==> src/rtl/dmaq_pkg.sv <==
package dmaq_pkg;
   localparam logic [11:0] OFS_IMASK  = 12'h080;
   localparam logic [11:0] OFS_IPEND  = 12'h084;
   localparam logic [11:0] OFS_ISRC   = 12'h088;
   localparam logic [11:0] OFS_CTRL   = 12'h400;
   localparam logic [11:0] OFS_NEXTID = 12'h404;
   localparam logic [11:0] OFS_SUBMIT = 12'h408;
   localparam logic [11:0] OFS_FLAGS  = 12'h40C;
   localparam logic [11:0] OFS_DST    = 12'h410;
   localparam logic [11:0] OFS_SRC    = 12'h414;
   localparam logic [11:0] OFS_XLEN   = 12'h418;
   localparam logic [11:0] OFS_YLEN   = 12'h41C;
   localparam logic [11:0] OFS_DSTR   = 12'h420;
   localparam logic [11:0] OFS_SSTR   = 12'h424;
   localparam logic [11:0] OFS_DONE   = 12'h428;
   localparam logic [11:0] OFS_HEAD   = 12'h42C;
   localparam logic [11:0] OFS_STAT   = 12'h430;
   localparam logic [11:0] OFS_CSRC   = 12'h434;
   localparam logic [11:0] OFS_CDST   = 12'h438;

   localparam int IRQ_SLOT = 0;
   localparam int IRQ_FIN  = 1;
   localparam int IRQ_N    = 2;
   localparam int CTL_EN   = 0;
   localparam int CTL_HOLD = 1;
endpackage

==> src/rtl/dmaq_fifo.sv <==
module dmaq_fifo #(
   parameter int W     = 8,
   parameter int DEPTH = 4
) (
   input  logic         clk,
   input  logic         rst_n,
   input  logic         push,
   input  logic [W-1:0] push_data,
   input  logic         pop,
   input  logic         flush,
   output logic [W-1:0] head_data,
   output logic         empty,
   output logic         full
);
   localparam int PTR_W = $clog2(DEPTH);
   localparam int CNT_W = PTR_W + 1;

   logic [W-1:0]     mem [DEPTH];
   logic [PTR_W-1:0] wr_ptr, rd_ptr;
   logic [CNT_W-1:0] cnt;

   always_ff @(posedge clk) begin
      if (push) mem[wr_ptr] <= push_data;
   end

   always_ff @(posedge clk) begin
      if (!rst_n || flush) begin
         wr_ptr <= '0;
         rd_ptr <= '0;
         cnt    <= '0;
      end else begin
         if (push) wr_ptr <= wr_ptr + 1'b1;
         if (pop)  rd_ptr <= rd_ptr + 1'b1;
         case ({push, pop})
            2'b10:   cnt <= cnt + 1'b1;
            2'b01:   cnt <= cnt - 1'b1;
            default: cnt <= cnt;
         endcase
      end
   end

   assign head_data = mem[rd_ptr];
   assign empty     = (cnt == '0);
   assign full      = (cnt == CNT_W'(DEPTH));


   no_overflow_chk: assert property (@(posedge clk) disable iff (!rst_n)
      push |-> !full);

   no_underflow_chk: assert property (@(posedge clk) disable iff (!rst_n)
      pop |-> !empty);
endmodule

==> src/rtl/dmaq_tracker.sv <==
module dmaq_tracker #(
   parameter int ID_W = 2
) (
   input  logic                 clk,
   input  logic                 rst_n,
   input  logic                 submit,
   input  logic                 handoff,
   input  logic                 flush,
   input  logic                 done_valid,
   input  logic [ID_W-1:0]      done_id,
   output logic [ID_W-1:0]      next_id,
   output logic [ID_W-1:0]      head_id,
   output logic [(1<<ID_W)-1:0] done_mask,
   output logic                 inflight
);
   localparam int NSLOT = 1 << ID_W;
   localparam int OUT_W = ID_W + 2;

   logic [OUT_W-1:0] out_cnt;
   logic [NSLOT-1:0] mask_n;

   always_comb begin
      mask_n = done_mask;
      if (submit)     mask_n[next_id] = 1'b0;
      if (done_valid) mask_n[done_id] = 1'b1;
   end

   always_ff @(posedge clk) begin
      if (!rst_n) begin
         next_id   <= '0;
         head_id   <= '0;
         done_mask <= '0;
         out_cnt   <= '0;
      end else begin
         done_mask <= mask_n;
         if (submit) next_id <= next_id + 1'b1;
         if (flush)        head_id <= next_id;
         else if (handoff) head_id <= head_id + 1'b1;
         if (flush) out_cnt <= '0;
         else if (handoff && !done_valid && out_cnt != '1) out_cnt <= out_cnt + OUT_W'(1);
         else if (!handoff && done_valid && out_cnt != '0) out_cnt <= out_cnt - OUT_W'(1);
      end
   end

   assign inflight = (out_cnt != '0);


   done_set_chk: assert property (@(posedge clk) disable iff (!rst_n)
      done_valid |=> done_mask[$past(done_id)]);

   reuse_clear_chk: assert property (@(posedge clk) disable iff (!rst_n)
      (submit && !(done_valid && done_id == next_id)) |=> !done_mask[$past(next_id)]);
endmodule

==> src/rtl/dmaq_irq.sv <==
module dmaq_irq #(
   parameter int N       = 2,
   parameter bit REG_OUT = 1'b0
) (
   input  logic         clk,
   input  logic         rst_n,
   input  logic [N-1:0] evt,
   input  logic         clr_we,
   input  logic         mask_we,
   input  logic [N-1:0] wbits,
   output logic [N-1:0] pending,
   output logic [N-1:0] mask,
   output logic         irq
);
   logic [N-1:0] clr_vec;
   logic         irq_raw;

   assign clr_vec = clr_we ? wbits : '0;
   assign irq_raw = |(pending & ~mask);

   always_ff @(posedge clk) begin
      if (!rst_n) begin
         pending <= '0;
         mask    <= '1;
      end else begin
         pending <= (pending & ~clr_vec) | evt;
         if (mask_we) mask <= wbits;
      end
   end

   generate
      if (REG_OUT) begin : g_reg
         logic irq_q;
         always_ff @(posedge clk) begin
            if (!rst_n) irq_q <= 1'b0;
            else        irq_q <= irq_raw;
         end
         assign irq = irq_q;
      end else begin : g_comb
         assign irq = irq_raw;
      end
   endgenerate


   pend_hold_chk: assert property (@(posedge clk) disable iff (!rst_n)
      1'b1 |=> ((($past(pending) & ~$past(clr_vec)) & ~pending) == '0));

   set_wins_chk: assert property (@(posedge clk) disable iff (!rst_n)
      (|evt) |=> ((pending & $past(evt)) == $past(evt)));
endmodule

==> src/rtl/dmaq_ctrl.sv <==
module dmaq_ctrl #(
   parameter int DATA_W  = 32,
   parameter int ADDR_W  = 12,
   parameter int QDEPTH  = 4,
   parameter bit IRQ_REG = 1'b0,
   parameter int ID_W    = $clog2(QDEPTH)
) (
   input  logic              clk,
   input  logic              rst_n,
   input  logic              reg_wr,
   input  logic [ADDR_W-1:0] reg_addr,
   input  logic [DATA_W-1:0] reg_wdata,
   output logic [DATA_W-1:0] reg_rdata,
   output logic              irq,
   output logic              xfer_valid,
   input  logic              xfer_ready,
   output logic [ID_W-1:0]   xfer_id,
   output logic [DATA_W-1:0] xfer_dst,
   output logic [DATA_W-1:0] xfer_src,
   output logic [DATA_W-1:0] xfer_xlen,
   output logic [DATA_W-1:0] xfer_ylen,
   output logic [DATA_W-1:0] xfer_dst_stride,
   output logic [DATA_W-1:0] xfer_src_stride,
   output logic              xfer_cyclic,
   input  logic              done_valid,
   input  logic [ID_W-1:0]   done_id,
   input  logic [DATA_W-1:0] cur_src,
   input  logic [DATA_W-1:0] cur_dst
);
   import dmaq_pkg::*;

   localparam int DESC_W = 6 * DATA_W + 1;
   localparam int NSLOT  = 1 << ID_W;

   generate
      if (QDEPTH < 2 || (QDEPTH & (QDEPTH - 1)) != 0 || NSLOT != QDEPTH) begin : g_bad_depth
         $error("QDEPTH must be a power of two of at least 2");
      end
      if (DATA_W < NSLOT || DATA_W < 8) begin : g_bad_width
         $error("DATA_W too narrow for the done mask");
      end
      if (ADDR_W < 12) begin : g_bad_addr
         $error("ADDR_W must cover the register map");
      end
   endgenerate

   logic              ctl_en, ctl_hold, flg_cyc;
   logic [DATA_W-1:0] p_dst, p_src, p_xlen, p_ylen, p_dstr, p_sstr;
   logic              q_empty, q_full, submit, flush, handoff, inflight;
   logic [DESC_W-1:0] push_desc, head_desc;
   logic [ID_W-1:0]   next_id, head_id;
   logic [NSLOT-1:0]  done_mask;
   logic [IRQ_N-1:0]  pend, imask, evt;

   function automatic logic hit(input logic [ADDR_W-1:0] a, input logic [11:0] ofs);
      return a == ADDR_W'(ofs);
   endfunction

   assign submit  = reg_wr && hit(reg_addr, OFS_SUBMIT) && reg_wdata[0] && ctl_en && !q_full;
   assign flush   = reg_wr && hit(reg_addr, OFS_CTRL) && !reg_wdata[CTL_EN];
   assign xfer_valid = ctl_en && !ctl_hold && !q_empty;
   assign handoff = xfer_valid && xfer_ready;

   always_ff @(posedge clk) begin
      if (!rst_n) begin
         ctl_en <= 1'b0; ctl_hold <= 1'b0; flg_cyc <= 1'b0;
         p_dst <= '0; p_src <= '0; p_xlen <= '0;
         p_ylen <= '0; p_dstr <= '0; p_sstr <= '0;
      end else if (reg_wr) begin
         if (hit(reg_addr, OFS_CTRL)) begin
            ctl_en   <= reg_wdata[CTL_EN];
            ctl_hold <= reg_wdata[CTL_HOLD];
         end
         if (hit(reg_addr, OFS_FLAGS)) flg_cyc <= reg_wdata[0];
         if (hit(reg_addr, OFS_DST))   p_dst   <= reg_wdata;
         if (hit(reg_addr, OFS_SRC))   p_src   <= reg_wdata;
         if (hit(reg_addr, OFS_XLEN))  p_xlen  <= reg_wdata;
         if (hit(reg_addr, OFS_YLEN))  p_ylen  <= reg_wdata;
         if (hit(reg_addr, OFS_DSTR))  p_dstr  <= reg_wdata;
         if (hit(reg_addr, OFS_SSTR))  p_sstr  <= reg_wdata;
      end
   end

   assign push_desc = {flg_cyc, p_sstr, p_dstr, p_ylen, p_xlen, p_src, p_dst};
   assign {xfer_cyclic, xfer_src_stride, xfer_dst_stride,
           xfer_ylen, xfer_xlen, xfer_src, xfer_dst} = head_desc;
   assign xfer_id = head_id;

   dmaq_fifo #(.W(DESC_W), .DEPTH(QDEPTH)) i_queue (
      .clk(clk), .rst_n(rst_n), .push(submit), .push_data(push_desc),
      .pop(handoff), .flush(flush), .head_data(head_desc),
      .empty(q_empty), .full(q_full));

   dmaq_tracker #(.ID_W(ID_W)) i_tracker (
      .clk(clk), .rst_n(rst_n), .submit(submit), .handoff(handoff),
      .flush(flush), .done_valid(done_valid), .done_id(done_id),
      .next_id(next_id), .head_id(head_id), .done_mask(done_mask),
      .inflight(inflight));

   always_comb begin
      evt = '0;
      evt[IRQ_SLOT] = handoff;
      evt[IRQ_FIN]  = done_valid;
   end

   dmaq_irq #(.N(IRQ_N), .REG_OUT(IRQ_REG)) i_irq (
      .clk(clk), .rst_n(rst_n), .evt(evt),
      .clr_we(reg_wr && hit(reg_addr, OFS_IPEND)),
      .mask_we(reg_wr && hit(reg_addr, OFS_IMASK)),
      .wbits(reg_wdata[IRQ_N-1:0]), .pending(pend), .mask(imask), .irq(irq));

   always_comb begin
      reg_rdata = '0;
      case (reg_addr)
         ADDR_W'(OFS_IMASK):  reg_rdata = DATA_W'(imask);
         ADDR_W'(OFS_IPEND):  reg_rdata = DATA_W'(pend);
         ADDR_W'(OFS_ISRC):   reg_rdata = DATA_W'(pend & ~imask);
         ADDR_W'(OFS_CTRL):   reg_rdata = DATA_W'({ctl_hold, ctl_en});
         ADDR_W'(OFS_NEXTID): reg_rdata = DATA_W'(next_id);
         ADDR_W'(OFS_SUBMIT): reg_rdata = DATA_W'(q_full);
         ADDR_W'(OFS_FLAGS):  reg_rdata = DATA_W'(flg_cyc);
         ADDR_W'(OFS_DST):    reg_rdata = p_dst;
         ADDR_W'(OFS_SRC):    reg_rdata = p_src;
         ADDR_W'(OFS_XLEN):   reg_rdata = p_xlen;
         ADDR_W'(OFS_YLEN):   reg_rdata = p_ylen;
         ADDR_W'(OFS_DSTR):   reg_rdata = p_dstr;
         ADDR_W'(OFS_SSTR):   reg_rdata = p_sstr;
         ADDR_W'(OFS_DONE):   reg_rdata = DATA_W'(done_mask);
         ADDR_W'(OFS_HEAD):   reg_rdata = DATA_W'(head_id);
         ADDR_W'(OFS_STAT):   reg_rdata = DATA_W'({inflight || !q_empty, q_empty});
         ADDR_W'(OFS_CSRC):   reg_rdata = cur_src;
         ADDR_W'(OFS_CDST):   reg_rdata = cur_dst;
         default:             reg_rdata = '0;
      endcase
   end


   handoff_sot_chk: assert property (@(posedge clk) disable iff (!rst_n)
      handoff |=> pend[IRQ_SLOT]);

   offer_stable_chk: assert property (@(posedge clk) disable iff (!rst_n)
      (xfer_valid && !xfer_ready && !flush) |=> $stable(xfer_id));

   empty_tag_chk: assert property (@(posedge clk) disable iff (!rst_n)
      q_empty |-> (head_id == next_id));

   flush_drop_chk: assert property (@(posedge clk) disable iff (!rst_n)
      flush |=> (!xfer_valid && q_empty));
endmodule

==> config.mk <==
export PLATFORM = sky130hd
export DESIGN_NAME = dmaq_ctrl
export DESIGN_NICKNAME = d
export VERILOG_FILES = /design/src/rtl/dmaq_pkg.sv /design/src/rtl/dmaq_fifo.sv /design/src/rtl/dmaq_tracker.sv /design/src/rtl/dmaq_irq.sv /design/src/rtl/dmaq_ctrl.sv
export SDC_FILE = /design/constraint.sdc
export NUM_CORES = 1
export LEC_CHECK = 0
export ABC_CLOCK_PERIOD_IN_PS = 13000
export BUFFER_PORTS_ARGS = -buffer_cell sky130_fd_sc_hd__clkbuf_2
export CELL_PAD_IN_SITES_DETAIL_PLACEMENT = 0
export CELL_PAD_IN_SITES_GLOBAL_PLACEMENT = 1
export CORE_MARGIN = 10
export CORE_UTILIZATION = 46
export CTS_CLUSTER_DIAMETER = 60
export CTS_CLUSTER_SIZE = 8
export DETAILED_ROUTE_END_ITERATION = 10
export GPL_TIMING_DRIVEN = 1
export PLACE_DENSITY_LB_ADDON = 0.12
export SLEW_MARGIN = 20
export SYNTH_ARGS = -nofsm -noshare
export SYNTH_HDL_FRONTEND = slang
export SYNTH_SLANG_ARGS = --single-unit
==> constraint.sdc <==
create_clock -name clk -period 13 [get_ports clk]
set_input_delay 3.25 -clock clk [delete_from_list [all_inputs] [get_ports clk]]
set_output_delay 3.25 -clock clk [all_outputs]
set_load 0.05 [all_outputs]
Word level (Yosys, flattened, before mapping)

Memory sizes are Yosys's and may differ from the RTL's. A register that Yosys moved wholly into a read port is not among the register bits.
Cells that the tools add are included.

Flip-flop bits (word level): 218
Memories: 1
Output and inout port bits: 229
Input bits: 115
Memory bits (writable): 772

Memory list:

| name        | depth | width | rd ports | clocked after memory_dff | wr ports | RTL line        | source |
|---|---|---|---|---|---|---|---|
| i_queue.mem | 4     | 193   | 1        | 1                        | 1        | dmaq_fifo.sv:18 | `logic [W-1:0] mem [DEPTH];` |

Multiplexer cells: 17
Bitwise gates (word level): 11
Reductions and logical operators: 41
Add/subtract/negate cells: 8
Equal/unequal tests: 22
$lt $le $gt $ge: 4

Operator list:

| operator             | number |
|---|---|
| $pmux 32 s18         | 1 |
| $eq 12x11->1 const B | 15 |
| $eq 12x8->1 const B  | 3 |
| $and 2x32->32        | 1 |
| $not 2->32           | 1 |
| $logic_and 1x1->1    | 17 |
| $mux 4               | 4 |
| $reduce_and 2->1     | 8 |
| $mux 2               | 5 |
| $add 2x1->2 const B  | 4 |
| $logic_not 1->1      | 7 |
| $lt 2x3->1 const B   | 2 |
| $pmux 3 s2           | 1 |
| $reduce_bool 2->1    | 3 |
| $add 4x1->4 const B  | 1 |
| $and 2x2->2          | 2 |
| $and 4x4->4          | 1 |
| $demux 1 s2          | 2 |
| $ge 2x1->1 const B   | 2 |
| $mux 1               | 4 |
| $ne 4x4->1 const B   | 1 |
| $not 2->2            | 2 |
| $not 4->4            | 1 |
| $or 4x4->4           | 1 |
| 12 further kinds     | 14 |

Depth between registers and ports, before layout

Gate-level depths: netlist of run 1.

Depth after elaboration: 9
Depth in mapped cells: 13

Hierarchy

From an unflattened synthesis of run 1, not the netlist that was laid out.

Cell total of the unflattened synthesis: 2,304
Area total of the unflattened synthesis: 38,610.8 µm²

By module, submodules not included:

| module       | seq. area each (µm²) | times used | area each (µm²) | cells an instance |
|---|---|---|---|---|
| dmaq_fifo    | 23,362.4             | 1          | 28,526.1        | 1,056 |
| dmaq_ctrl    | 3,903.7              | 1          | 9,241.4         | 1,156 |
| dmaq_tracker | 240.2                | 1          | 691.9           | 75 |
| dmaq_irq     | 80.1                 | 1          | 151.4           | 17 |

Least setup slack after synthesis of run 1

OpenSTA, ideal clock, no wires.

Path kind: in2reg
Start point: input port reg_addr[2]
End point: memory i_queue.mem[0][0] (netlist name) (enable)
Data required time: 12,423 ps
Path slack: 3,375 ps
Arrival time: 9,048 ps
Cell stages on the path: 5
Library setup time: 577 ps
Cell sequence: buf_4 > or4b_4 > nor4_2 > buf_4 > and2_1

Word-level cells in the longest chain between the ends: 7

RTL lines:

| element                         | RTL line        | source |
|---|---|---|
| from (decl)                     | dmaq_ctrl.sv:11 | `input logic [ADDR_W-1:0] reg_addr,` |
| $eq 12x11->1                    | dmaq_ctrl.sv:56 | `return a == ADDR_W'(ofs);` |
| $logic_and 1x1->1 (4 in series) | dmaq_ctrl.sv:59 | `assign submit = reg_wr && hit(reg_addr, OFS_SUBMIT) && reg_wdata[0] && ctl_en && !q_full;` |
| $mux 1                          | dmaq_fifo.sv:23 | `if (push) mem[wr_ptr] <= push_data;` |
| $mux 1 (not written as such)    | dmaq_fifo.sv:23 |  |
| to (decl)                       | dmaq_fifo.sv:18 |  |

Every way passes these cells.

Worst setup path after layout of run 1

Start point: input port reg_addr[5]
End point: output port reg_rdata[19]

Word-level cells in the longest chain between the ends: 2
Elaborated cells between the ends (all ways): 19
Classes of those cells: eq/ne (18); mux (1)

RTL lines:

| element                                     | RTL line         | source |
|---|---|---|
| $eq 12x11->1 or $eq 12x8->1 (tied branches) | dmaq_ctrl.sv:114 | `case (reg_addr)` |
| $pmux 32 s18 (*)                            | dmaq_ctrl.sv:114 |  |
| to (decl)                                   | dmaq_ctrl.sv:13  | `output logic [DATA_W-1:0] reg_rdata,` |

Mark *: on every way between the ends. The rest lies on a longest branch, timed or not.

==> results by group, run 1 <==
Layout
  • Area added between synthesis and finish: 18.40%
  • Final #Nets: 2784
  • Share of cells above drive strength 1: 27.62%
  • Post-Layout Inst Area: 45300 sq um

GRT
  • Largest net degree at the start of global routing: 120
  • Overall routing resource usage: 23.89%
  • Number of antenna violations at the first check in global routing: 12
  • Total congestion overflow after global routing: 0
  • Vias in the first global route: 23035
  • First-pass GRT wire length: approximately 160000 microns

Placement
  • Post-DP Area: approximately 41000 sq um
  • Count of buffers from port buffering: 343
  • Final Wtd Congestion: roughly 0.85
  • Dpl hpwl: 70760 microns

Floorplan
  • Count of pins on the block boundary: 344
  • Height of the die: 308.4 microns
  • Core region area: 82240 sq um
  • DIE AREA: 95110 sq um
  • Initial Util: 46.52%
  • Horiz. Die Dim: a little over 300 microns
  • Cell row count: 105

Setup path
  • Element type at the critical path start: input pin
  • Flop-to-flop setup slack: 10.04 ns
  • CP startpoint: reg_addr[5]
  • Worst setup endpoint: reg_rdata[19]
  • Capturing element type of the critical path: output pin
  • Worst Path Required: between 9 and 10 ns
  • Crit Path Max Fanout: 21
  • Startpoint-to-endpoint class of the critical path: in -> out
  • RR Endpoint: i_queue.mem[3][52]
  • FF-to-FF Start: i_queue.cnt[0]
  • Signal arrival time at the worst endpoint: 6.78 ns
  • Reg2reg path depth: 5

Routing
  • Highest metal layer with signal wires: met5
  • Count of antenna-violating nets left after detailed routing: 0
  • Wire length per cell after detailed routing: roughly 30 microns
  • Post-route DRC violation count: 0
  • Sum of routed wire segments on met1: 48310 microns
  • Number of design-rule violations left by the first detailed-router iteration: 2510
  • Routed length on met3: around 10000 microns
  • Routed wl met2: 52340 microns
  • Total length of routed wires: 114100 microns
  • Count of vias placed by the detailed router: 22861
  • Number of vias per cell: ~5.9
  • Detailed Routing Iterations Pass 1: 6

Clock tree
  • Clock Latency Late Sink: approximately 0.73 ns
  • CTS clk-pin slew, worst paths: roughly 0.05 ns
  • Post-CTS Setup Repair Bufs: 0
  • Number of levels in the clock H-tree: 4
  • Resized cells post-CTS: 0
  • Clock root buffer master: sky130_fd_sc_hd__clkbuf_16
  • Total number of clock tree sinks: 992
  • TritonCTS clock tree: built
  • Clock buffer count from CTS: about 140
  • Hold-fix buffers at CTS: 0
  • Buffers from clock root to sink, at most: 3

Logic synthesis
  • Async set or reset register ratio after synthesis: 0%
  • Number of enable-type register cells in the synthesized netlist: 772
  • Post-synthesis sequential area ratio: slightly above 70%
  • Cell type with the largest total area after synthesis: sky130_fd_sc_hd__edfxtp_1
  • Proportion of netlist area held by the largest area contributor: roughly 61%
  • Most numerous cell types in the synthesized netlist: sky130_fd_sc_hd__edfxtp_1 (772), sky130_fd_sc_hd__nand2_1 (409), sky130_fd_sc_hd__dfxtp_1 (220), sky130_fd_sc_hd__mux4_2 (193), sky130_fd_sc_hd__a21boi_1 (122)
  • Synth warnings: 0
  • Gate Count Post-Synth: around 2300
  • Net count of the mapped netlist: about 2400
  • Total of flip-flops plus latches after synthesis: 992
  • Post-Syn Area per Cell: 16.69 sq um
  • Main synth FF type: sky130_fd_sc_hd__edfxtp_1
  • Combined area of all synthesized cells: 38260 sq um
  • Most common cell in the netlist: sky130_fd_sc_hd__edfxtp_1
  • Netlist cell types: 65
  • Leading post-synthesis cells by cell area: sky130_fd_sc_hd__edfxtp_1 (61%), sky130_fd_sc_hd__dfxtp_1 (12%), sky130_fd_sc_hd__mux4_2 (11%)

Hold path
  • Class of the worst hold path: reg -> reg

STA
  • Final slew viol count: 0
  • Setup tns final: 0 ns
  • Shortest clock period the worst path allows after layout: 10.03 ns
  • Slew at the pin closest to its max-slew limit: 1.168 ns
  • Maximum operating frequency: approximately 100 MHz
  • Setup repair after global routing missed its margin: false
  • Setup Viol. Count Final: 0
  • Final period utilization: 77.14%
  • Final clock skew: 0.04310 ns
  • Hold slack: about 0.51 ns
  • Number of failing hold endpoints at the final stage: 0
  • Max-slew headroom at the worst pin: 22.15%

Power
  • Ratio of total power to cell area: about 150 nW/um^2
  • Worst VDD drop: 132.2 uV
  • Leakage component of the power: around 0.017 uW
  • Design Power: 6970 uW

Outcome
  • Outcome: finished clean

Job
  • Max-cap violation count: 0
==> state kept, by name, summed over array words and instances (netlist names), 3 cells and up, named ones only <==
name	cells
i_queue.cnt	3
p_dst	32
p_ylen	32
i_tracker.out_cnt	4
i_queue.mem	772
p_src	32
i_tracker.done_mask	4
p_xlen	32
p_dstr	32
p_sstr	32
==> cells by family (layout without fill, tap and decap cells) <==
kind of cell | Yosys count | in the layout | share of synthesized area (%)
AO/OA/AOI/OAI | 356 | 356 | 7.168
XOR/XNOR | 12 | 12 | 0.2747
adder cells (fa/ha/maj) | 13 | 13 | 0.4644
buffers and inverters | 162 | 642 | 1.929
flip-flops | 992 | 992 | 72.10
multiplexers | 209 | 209 | 11.79
other | 0 | 7 | 0
AND/OR/NAND/NOR | 549 | 549 | 6.272
==> report_power, final <==
part           internal [uW]  leakage [uW]  switching (uW)
sequential              3380        0.0108            8.34
clock                   2100       0.00202            1360
combinational           45.4       0.00421            71.9
==> critical path, cell delays in order <==
cell and delay (ns):
sky130_fd_sc_hd__clkbuf_2 0.23, sky130_fd_sc_hd__nor4b_4 0.32, sky130_fd_sc_hd__buf_4 0.41, sky130_fd_sc_hd__nand2_1 0.61
sky130_fd_sc_hd__nor2_2 0.94, sky130_fd_sc_hd__buf_4 0.35, sky130_fd_sc_hd__a222oi_1 0.09, sky130_fd_sc_hd__nand3_1 0.23
sky130_fd_sc_hd__clkbuf_2 0.32
==> cell type report <==
cell class                      count  area [sq um]
Sequential cell                   992         27590
Timing Repair Buffer              369          1981
Clock buffer                      247          4009
Inverter                           12         45.04
Antenna cell                        7         17.52
Tap cell                         1070          1339
Fill cell                        6569         36940
Clock inverter                     14         250.2
Multi-Input combinational cell   1139         10060
==> worst min path at each step <==
| stage | cells past startpoint | from | end | slack [ns] |
|---|---|---|---|---|
| 3_3_place_gp | 2 | p_xlen[12] | p_xlen[12] | 0.49 |
| 3_5_place_dp | 2 | p_src[4] | p_src[4] | 0.50 |
| 2_1_floorplan | 2 | p_src[2] | p_src[2] | 0.47 |
| 6_report | 0 | p_src[9] | i_queue.mem[3][41] | 0.51 |
| 5_1_grt | 0 | p_src[9] | i_queue.mem[3][41] | 0.54 |
| 4_1_cts | 2 | p_src[9] | p_src[9] | 0.51 |
==> cells in the final DEF (no fill, tap or decap), types with 21 or more instances in the layout <==
cell / netlist / layout
sky130_fd_sc_hd__edfxtp_1: 772 / 772
sky130_fd_sc_hd__nand2_1: 409 / 407
sky130_fd_sc_hd__clkbuf_2: 0 / 342
sky130_fd_sc_hd__dfxtp_1: 220 / 218
sky130_fd_sc_hd__mux4_2: 193 / 193
sky130_fd_sc_hd__clkbuf_16: 0 / 143
sky130_fd_sc_hd__a21boi_1: 122 / 122
sky130_fd_sc_hd__clkbuf_1: 89 / 100
sky130_fd_sc_hd__a21boi_0: 75 / 75
sky130_fd_sc_hd__a22oi_1: 59 / 59
sky130_fd_sc_hd__nand3_1: 37 / 33
sky130_fd_sc_hd__nor2_1: 34 / 32
sky130_fd_sc_hd__a222oi_1: 26 / 26
sky130_fd_sc_hd__a22o_1: 25 / 25
sky130_fd_sc_hd__buf_4: 7 / 21
==> per-layer routing <==
layer	vias to the layer above	global-route usage, %
met5	-	0
met2	1060	36.20
met3	223	6.550
li1	9720	-
met4	16	7.791
met1	11842	33.17
==> stage by stage <==
stage               instances  util [%]  setup slack (ns)
finish                   3850     55.08             2.972
global route             3845     55.07             2.974
CTS                      3843     55.06             3.146
detailed placement       3582     49.88             3.152
global placement         3582     49.87             3.236
floorplan                2293         -             3.375
Power figures use the tool's default switching activity.
==> inputs of run 2 (changes only) <==
ABC_CLOCK_PERIOD_IN_PS = 10420   (was 13000)
clock period = 10.42 ns   (was 13 ns; I/O delays follow)
==> results by group, run 2 (same netlist as run 1, synthesis figures left out) <==
Outcome
  • Outcome: finished clean

STA
  • Shortest clock period the worst path allows after layout: a little under 9 ns
  • Max-slew headroom at the worst pin: between 20% and 30%
  • Final clock skew: 0.02948 ns
  • Setup repair after global routing missed its margin: false
  • Maximum operating frequency: 114.9 MHz
  • Final slew viol count: 0
  • Setup Viol. Count Final: 0
  • Setup tns final: 0 ns
  • Number of failing hold endpoints at the final stage: 0
  • Slew at the pin closest to its max-slew limit: roughly 1.2 ns
  • Final period utilization: 83.51%

Layout
  • Register with the most flip-flops: i_queue.mem
  • Leading cell type in the layout, fill and taps excluded: sky130_fd_sc_hd__edfxtp_1
  • Number of non-filler instances in the completed layout: 3849
  • Final #Nets: 2785
  • Area added between synthesis and finish: 18.41%
  • Post-Layout Inst Area: 45310 sq um
  • Share of cells above drive strength 1: 27.55%
  • Core Util, Final: between 50% and 60%
  • Top library cells by usage in the layout, fill and taps aside: sky130_fd_sc_hd__edfxtp_1 (772), sky130_fd_sc_hd__nand2_1 (407), sky130_fd_sc_hd__clkbuf_2 (342)
  • Max reg flops: 772

Routing
  • Sum of routed wire segments on met1: 47780 microns
  • Number of vias per cell: 5.941
  • Detailed Routing Iterations Pass 1: 5
  • Routed length on met3: roughly 10000 microns
  • Count of vias placed by the detailed router: between 20000 and 25000
  • Wire length per cell after detailed routing: 29.85 microns
  • Routed wl met2: 53450 microns
  • Highest metal layer with signal wires: met5
  • Number of design-rule violations left by the first detailed-router iteration: 2294
  • Total length of routed wires: 114900 microns
  • Count of antenna-violating nets left after detailed routing: 0
  • Post-route DRC violation count: 0

Clock tree
  • CTS clk-pin slew, worst paths: 0.05 ns
  • Resized cells post-CTS: 0
  • Clock buffer count from CTS: 142
  • Total number of clock tree sinks: 992
  • Post-CTS Setup Repair Bufs: 0
  • Buffers from clock root to sink, at most: 3
  • TritonCTS clock tree: built
  • Number of levels in the clock H-tree: 4
  • Clock root buffer master: sky130_fd_sc_hd__clkbuf_16
  • Clock Latency Late Sink: 0.73 ns
  • Hold-fix buffers at CTS: 0

Setup path
  • Signal arrival time at the worst endpoint: 6.10 ns
  • Flop-to-flop setup slack: 7.43 ns
  • Element type at the critical path start: input pin
  • FF-to-FF Start: i_queue.cnt[0]
  • CP startpoint: reg_addr[5]
  • Crit Path Max Fanout: 25
  • Worst setup endpoint: reg_rdata[23]
  • Worst Path Required: 7.82 ns
  • Startpoint-to-endpoint class of the critical path: in -> out
  • RR Endpoint: i_queue.mem[3][74]
  • Reg2reg path depth: 5
  • Capturing element type of the critical path: output pin

GRT
  • Number of antenna violations at the first check in global routing: 8
  • Vias in the first global route: 23106
  • First-pass GRT wire length: between 150000 and 200000 microns
  • Largest net degree at the start of global routing: between 100 and 150
  • Total congestion overflow after global routing: 0
  • Overall routing resource usage: 23.95%

Floorplan
  • Horiz. Die Dim: around 310 microns
  • Initial Util: 46.52%
  • DIE AREA: 95110 sq um
  • Cell row count: 105
  • Height of the die: 308.4 microns
  • Count of pins on the block boundary: 344
  • Core region area: 82240 sq um

Power
  • Design Power: 8724 uW
  • Leakage component of the power: 0.01699 uW
  • Worst VDD drop: 166.8 uV
  • Ratio of total power to cell area: around 190 nW/um^2

Placement
  • Dpl hpwl: between 70000 and 80000 microns
  • Count of buffers from port buffering: 343
  • Final Wtd Congestion: 0.8508
  • Number of instances in the placed design: 3582
  • Post-DP Area: 41000 sq um

Job
  • Max-cap violation count: 0

Hold path
  • Class of the worst hold path: reg -> reg
run 2: cell count changes in the layout (fill, tap and decap cells not counted):
cell,delta
sky130_fd_sc_hd__buf_6,+2
sky130_fd_sc_hd__buf_4,+1
sky130_fd_sc_hd__diode_2,-5
sky130_fd_sc_hd__clkbuf_1,+5
sky130_fd_sc_hd__nand3_2,-1
sky130_fd_sc_hd__nor4b_2,-1
sky130_fd_sc_hd__clkinv_2,+1
sky130_fd_sc_hd__bufinv_16,+1
sky130_fd_sc_hd__clkinv_16,+1
sky130_fd_sc_hd__nor4b_4,+1
sky130_fd_sc_hd__nand3_4,+1
sky130_fd_sc_hd__buf_12,-2
sky130_fd_sc_hd__clkinv_8,-1
sky130_fd_sc_hd__clkbuf_8,-4
run 2: how the worst min path moves through the flow:
stage | end | depth (start not counted) | startpoint
after global placement | p_dstr[3] | 2 | p_dstr[3]
after global routing | i_queue.mem[3][131] | 0 | p_dstr[3]
after detailed placement | p_src[9] | 2 | p_src[9]
after CTS | p_src[9] | 2 | p_src[9]
final | p_dstr[2] | 2 | p_dstr[2]
after floorplan | p_src[2] | 2 | p_src[2]
run 2: layout make-up:
cell class,count,area [sq um]
clock buffers,248,3973
fillers,6596,36940
flip-flops and latches,992,27590
well taps,1070,1339
repair buffers,370,1971
inverters,12,45.04
diodes,2,5.005
multi-input cells,1139,10080
clock inverters,16,299.0
run 2: critical path, cell delays in order:
cell                       delay [ns]
sky130_fd_sc_hd__clkbuf_2        0.23
sky130_fd_sc_hd__nor4b_4         0.32
sky130_fd_sc_hd__buf_4           0.37
sky130_fd_sc_hd__nand2_1         0.60
sky130_fd_sc_hd__nor2_4          1.10
sky130_fd_sc_hd__a222oi_1        0.31
sky130_fd_sc_hd__nand3_1         0.22
sky130_fd_sc_hd__clkbuf_2        0.30
run 2: power breakdown:
| part | internal [uW] | switching (uW) |
|---|---|---|
| clock | 2620 | 1720 |
| combinational | 57.0 | 91.3 |
| sequential | 4220 | 11.1 |
| total | 6900 | 1820 |
run 2: through the flow:
step                      setup slack (ns)  hold slack [ns]
after floorplan                      1.440           0.4660
after global placement               1.571           0.4880
after detailed placement             1.397           0.5080
after CTS                            1.389           0.5146
after global routing                 1.669           0.5370
final                                1.719           0.5101
run 2: per-layer routing:
metal	up-vias	track usage (%)
met2	1037	36.56
met1	11913	32.90
met5	-	0
met3	199	6.578
met4	12	8.062
li1	9705	-
==> inputs of run 3 (changes only) <==
ABC_AREA = 1   (was default)
ABC_CLOCK_PERIOD_IN_PS = 8000   (was 10420)
CORE_UTILIZATION = 43   (was 46)
clock period = 8 ns   (was 10.42 ns; I/O delays follow)
==> results by group, run 3 <==
Logic synthesis
  • Post-Syn Area per Cell: 11.37 sq um
  • Combined area of all synthesized cells: 38610 sq um
  • Cell type with the largest total area after synthesis: sky130_fd_sc_hd__edfxtp_1
  • Gate Count Post-Synth: 3395
  • Async set or reset register ratio after synthesis: 0%
  • Number of enable-type register cells in the synthesized netlist: 772
  • Most common cell in the netlist: sky130_fd_sc_hd__edfxtp_1
  • Netlist cell types: 33
  • Proportion of netlist area held by the largest area contributor: 60.04%
  • Synth warnings: 0
  • Main synth FF type: sky130_fd_sc_hd__edfxtp_1
  • Leading post-synthesis cells by cell area: sky130_fd_sc_hd__edfxtp_1 (60%), sky130_fd_sc_hd__dfxtp_1 (11%), sky130_fd_sc_hd__o21ai_0 (7.4%)
  • Most numerous cell types in the synthesized netlist: sky130_fd_sc_hd__edfxtp_1 (772), sky130_fd_sc_hd__nor2_1 (664), sky130_fd_sc_hd__o21ai_0 (571), sky130_fd_sc_hd__nand2_1 (247), sky130_fd_sc_hd__dfxtp_1 (220)
  • Total of flip-flops plus latches after synthesis: a little under 1000
  • Post-synthesis sequential area ratio: 71.45%
  • Net count of the mapped netlist: 3523

Placement
  • Post-DP Area: 41330 sq um
  • Count of buffers from port buffering: ~340
  • Placement-stage worst setup slack: 1.414 ns
  • Final Wtd Congestion: between 0.9 and 1
  • Dpl hpwl: around 91000 microns

Power
  • Worst VDD drop: roughly 200 uV
  • Clock share of power: 49.6%
  • Combinational cell fraction of total power: under 10%
  • Switching power share of the total: 20.47%
  • Part of the total power dissipated in sequential elements: 48.6%
  • Ratio of total power to cell area: 249.1 nW/um^2
  • Internal Pwr Total: about 9000 uW
  • Leakage component of the power: roughly 0.017 uW
  • NetSw: 2324 uW

STA
  • Slew at the pin closest to its max-slew limit: 1.152 ns
  • Setup Viol. Count Final: 0
  • Final clock skew: roughly 0.031 ns
  • Number of failing hold endpoints at the final stage: 0
  • Setup repair after global routing missed its margin: false
  • Final slew viol count: 0
  • Setup tns final: 0 ns
  • Final period utilization: 83.64%
  • Shortest clock period the worst path allows after layout: 6.691 ns
  • Maximum operating frequency: 149.5 MHz
  • Max-slew headroom at the worst pin: 23.18%
  • Post-route worst setup slack: 1.309 ns

Layout
  • Post-Layout Inst Area: 45590 sq um
  • Area added between synthesis and finish: 18.07%
  • Top library cells by usage in the layout, fill and taps aside: sky130_fd_sc_hd__edfxtp_1 (772), sky130_fd_sc_hd__nor2_1 (658), sky130_fd_sc_hd__o21ai_0 (571)
  • Share of cells above drive strength 1: 15.49%
  • Leading cell type in the layout, fill and taps excluded: sky130_fd_sc_hd__edfxtp_1
  • Register with the most flip-flops: i_queue.mem
  • Max reg flops: 772
  • Count of filler cells inserted in the layout: a little under 8000
  • Final #Nets: ~3800

Floorplan
  • DIE AREA: between 100000 and 150000 sq um
  • Count of pins on the block boundary: 344
  • Horiz. Die Dim: approximately 320 microns
  • Height of the die: approximately 320 microns
  • Core region area: 88780 sq um
  • Initial Util: 43.49%
  • Cell row count: 109

Routing
  • Count of vias placed by the detailed router: 28486
  • Count of antenna-violating nets left after detailed routing: 0
  • Total length of routed wires: 137500 microns
  • Number of vias per cell: 5.732
  • Number of design-rule violations left by the first detailed-router iteration: 3318
  • Detailed Routing Iterations Pass 1: 5
  • Wire length per cell after detailed routing: 27.67 microns
  • Post-route DRC violation count: 0

GRT
  • Largest net degree at the start of global routing: 201
  • Number of antenna violations at the first check in global routing: 10
  • Total congestion overflow after global routing: 0
  • First-pass GRT wire length: 196600 microns
  • Overall routing resource usage: 26.20%
  • Vias in the first global route: 27052

Setup path
  • CP bufs+invs: 4
  • Element type at the critical path start: input pin
  • Worst path top cell family by delay: buffers and inverters
  • Worst Path Required: around 6 ns
  • Capturing element type of the critical path: output pin
  • Delay of the slowest cell on the worst path: 0.76 ns
  • Crit Path Max Fanout: 30
  • Cell-by-cell trace of the critical path: clkbuf_2 -> nor2_2 -> nand3_1 -> inv_1 -> nand2_1 -> buf_4 -> o21ai_0 -> nor2_1 -> nand2_1 -> clkbuf_2
  • Signal arrival time at the worst endpoint: roughly 4.7 ns
  • Startpoint-to-endpoint class of the critical path: in -> out
  • Slowest library cell on the worst path: sky130_fd_sc_hd__o21ai_0

Clock tree
  • Clock root buffer master: sky130_fd_sc_hd__clkbuf_16
  • Clock buffer count from CTS: ~140
  • Post-CTS Setup Repair Bufs: 0
  • Total number of clock tree sinks: between 900 and 1000
  • Resized cells post-CTS: 0
  • Hold-fix buffers at CTS: 0
  • Clock Latency Late Sink: 0.73 ns
  • Buffers from clock root to sink, at most: 3
  • CTS clk-pin slew, worst paths: 0.05 ns
  • TritonCTS clock tree: built
  • Number of levels in the clock H-tree: 4

Job
  • Max-cap violation count: 0

Hold path
  • Class of the worst hold path: reg -> reg

Outcome
  • Outcome: finished clean
run 3: cell count changes after synthesis, sizes merged, moves of 159 or more:
| cell | before | now |
|---|---|---|
| o21ai | 9 | 647 |
| o22ai | 0 | 210 |
| a21boi | 197 | 0 |
| mux4 | 193 | 0 |
| nand2 | 409 | 250 |
| nor2 | 37 | 673 |
run 3: final timing paths:
| path | startpoint | end | slack [ns] | depth (start not counted) |
|---|---|---|---|---|
| worst min-delay path | i_queue.rd_ptr[0] | i_queue.rd_ptr[0] | 0.47 | 2 |
| worst max-delay path | reg_addr[6] | reg_rdata[24] | 1.31 | 10 |
| worst min register to register | i_queue.rd_ptr[0] | i_queue.rd_ptr[0] | 0.47 | 2 |
| worst max register to register | i_queue.cnt[0] | i_queue.mem[2][126] | 5.04 | 5 |
run 3: power by group through the flow:
stage	sequential (uW)	clock [uW]	combinational (uW)
after floorplan	5610	0	100
after global placement	5610	0	200
after detailed placement	5610	0	204
after CTS	5510	5700	205
after global routing	5510	5930	230
final	5510	5630	212
run 3: logic make-up (layout without fill, tap and decap cells):
logic type                 after synthesis  count (layout)  synth area share [%]
adders and majority gates               13              13                0.4602
AOI/OAI and AO/OA                      986             986                 13.48
DFF                                    992             992                 71.45
other                                    0               3                     0
buffers and inverters                  372             779                 3.860
and+or+nand+nor                       1029            1029                 10.68
xor gates and xnor gates                 3               3               0.06807
run 3: area by class of cell:
class                           instances  area (sq um)  share of cell area [%]
Tap cell                             1165          1458                   3.198
Multi-Input combinational cell       2031          9572                   21.00
Antenna cell                            3         7.507                 0.01647
Sequential cell                       992         27590                   60.53
Clock inverter                         13         217.7                  0.4776
Clock buffer                          227          4000                   8.775
Timing Repair Buffer                  386          2150                   4.715
Inverter                              153         586.8                   1.287
run 3: metrics by stage:
step | cells | total power (uW) | hold slack (ns) | util [%]
2_1_floorplan | 3395 | 5708 | 0.4378 | -
3_3_place_gp | 4726 | 5811 | 0.4528 | 46.55
3_5_place_dp | 4726 | 5815 | 0.4651 | 46.55
4_1_cts | 4966 | 11410 | 0.4740 | 51.30
5_1_grt | 4968 | 11660 | 0.5008 | 51.34
6_report | 4970 | 11350 | 0.4718 | 51.34
run 3: worst min-delay path: stages (launching register included):
cell	delay, ns
sky130_fd_sc_hd__dfxtp_1	0.31
sky130_fd_sc_hd__inv_1	0.06
sky130_fd_sc_hd__a21oi_1	0.06
run 3: metal layers:
layer / wire length [microns] / share of wire [%] / vias to the layer above / GRT usage [%]
met5: 54 / 0.039 / - / 0
met3: 13990 / 10 / 208 / 7.344
li1: - / - / 12723 / -
met1: 57030 / 41 / 14200 / 35.55
met2: 62950 / 46 / 1345 / 40.75
met4: 3513 / 2.6 / 10 / 7.572
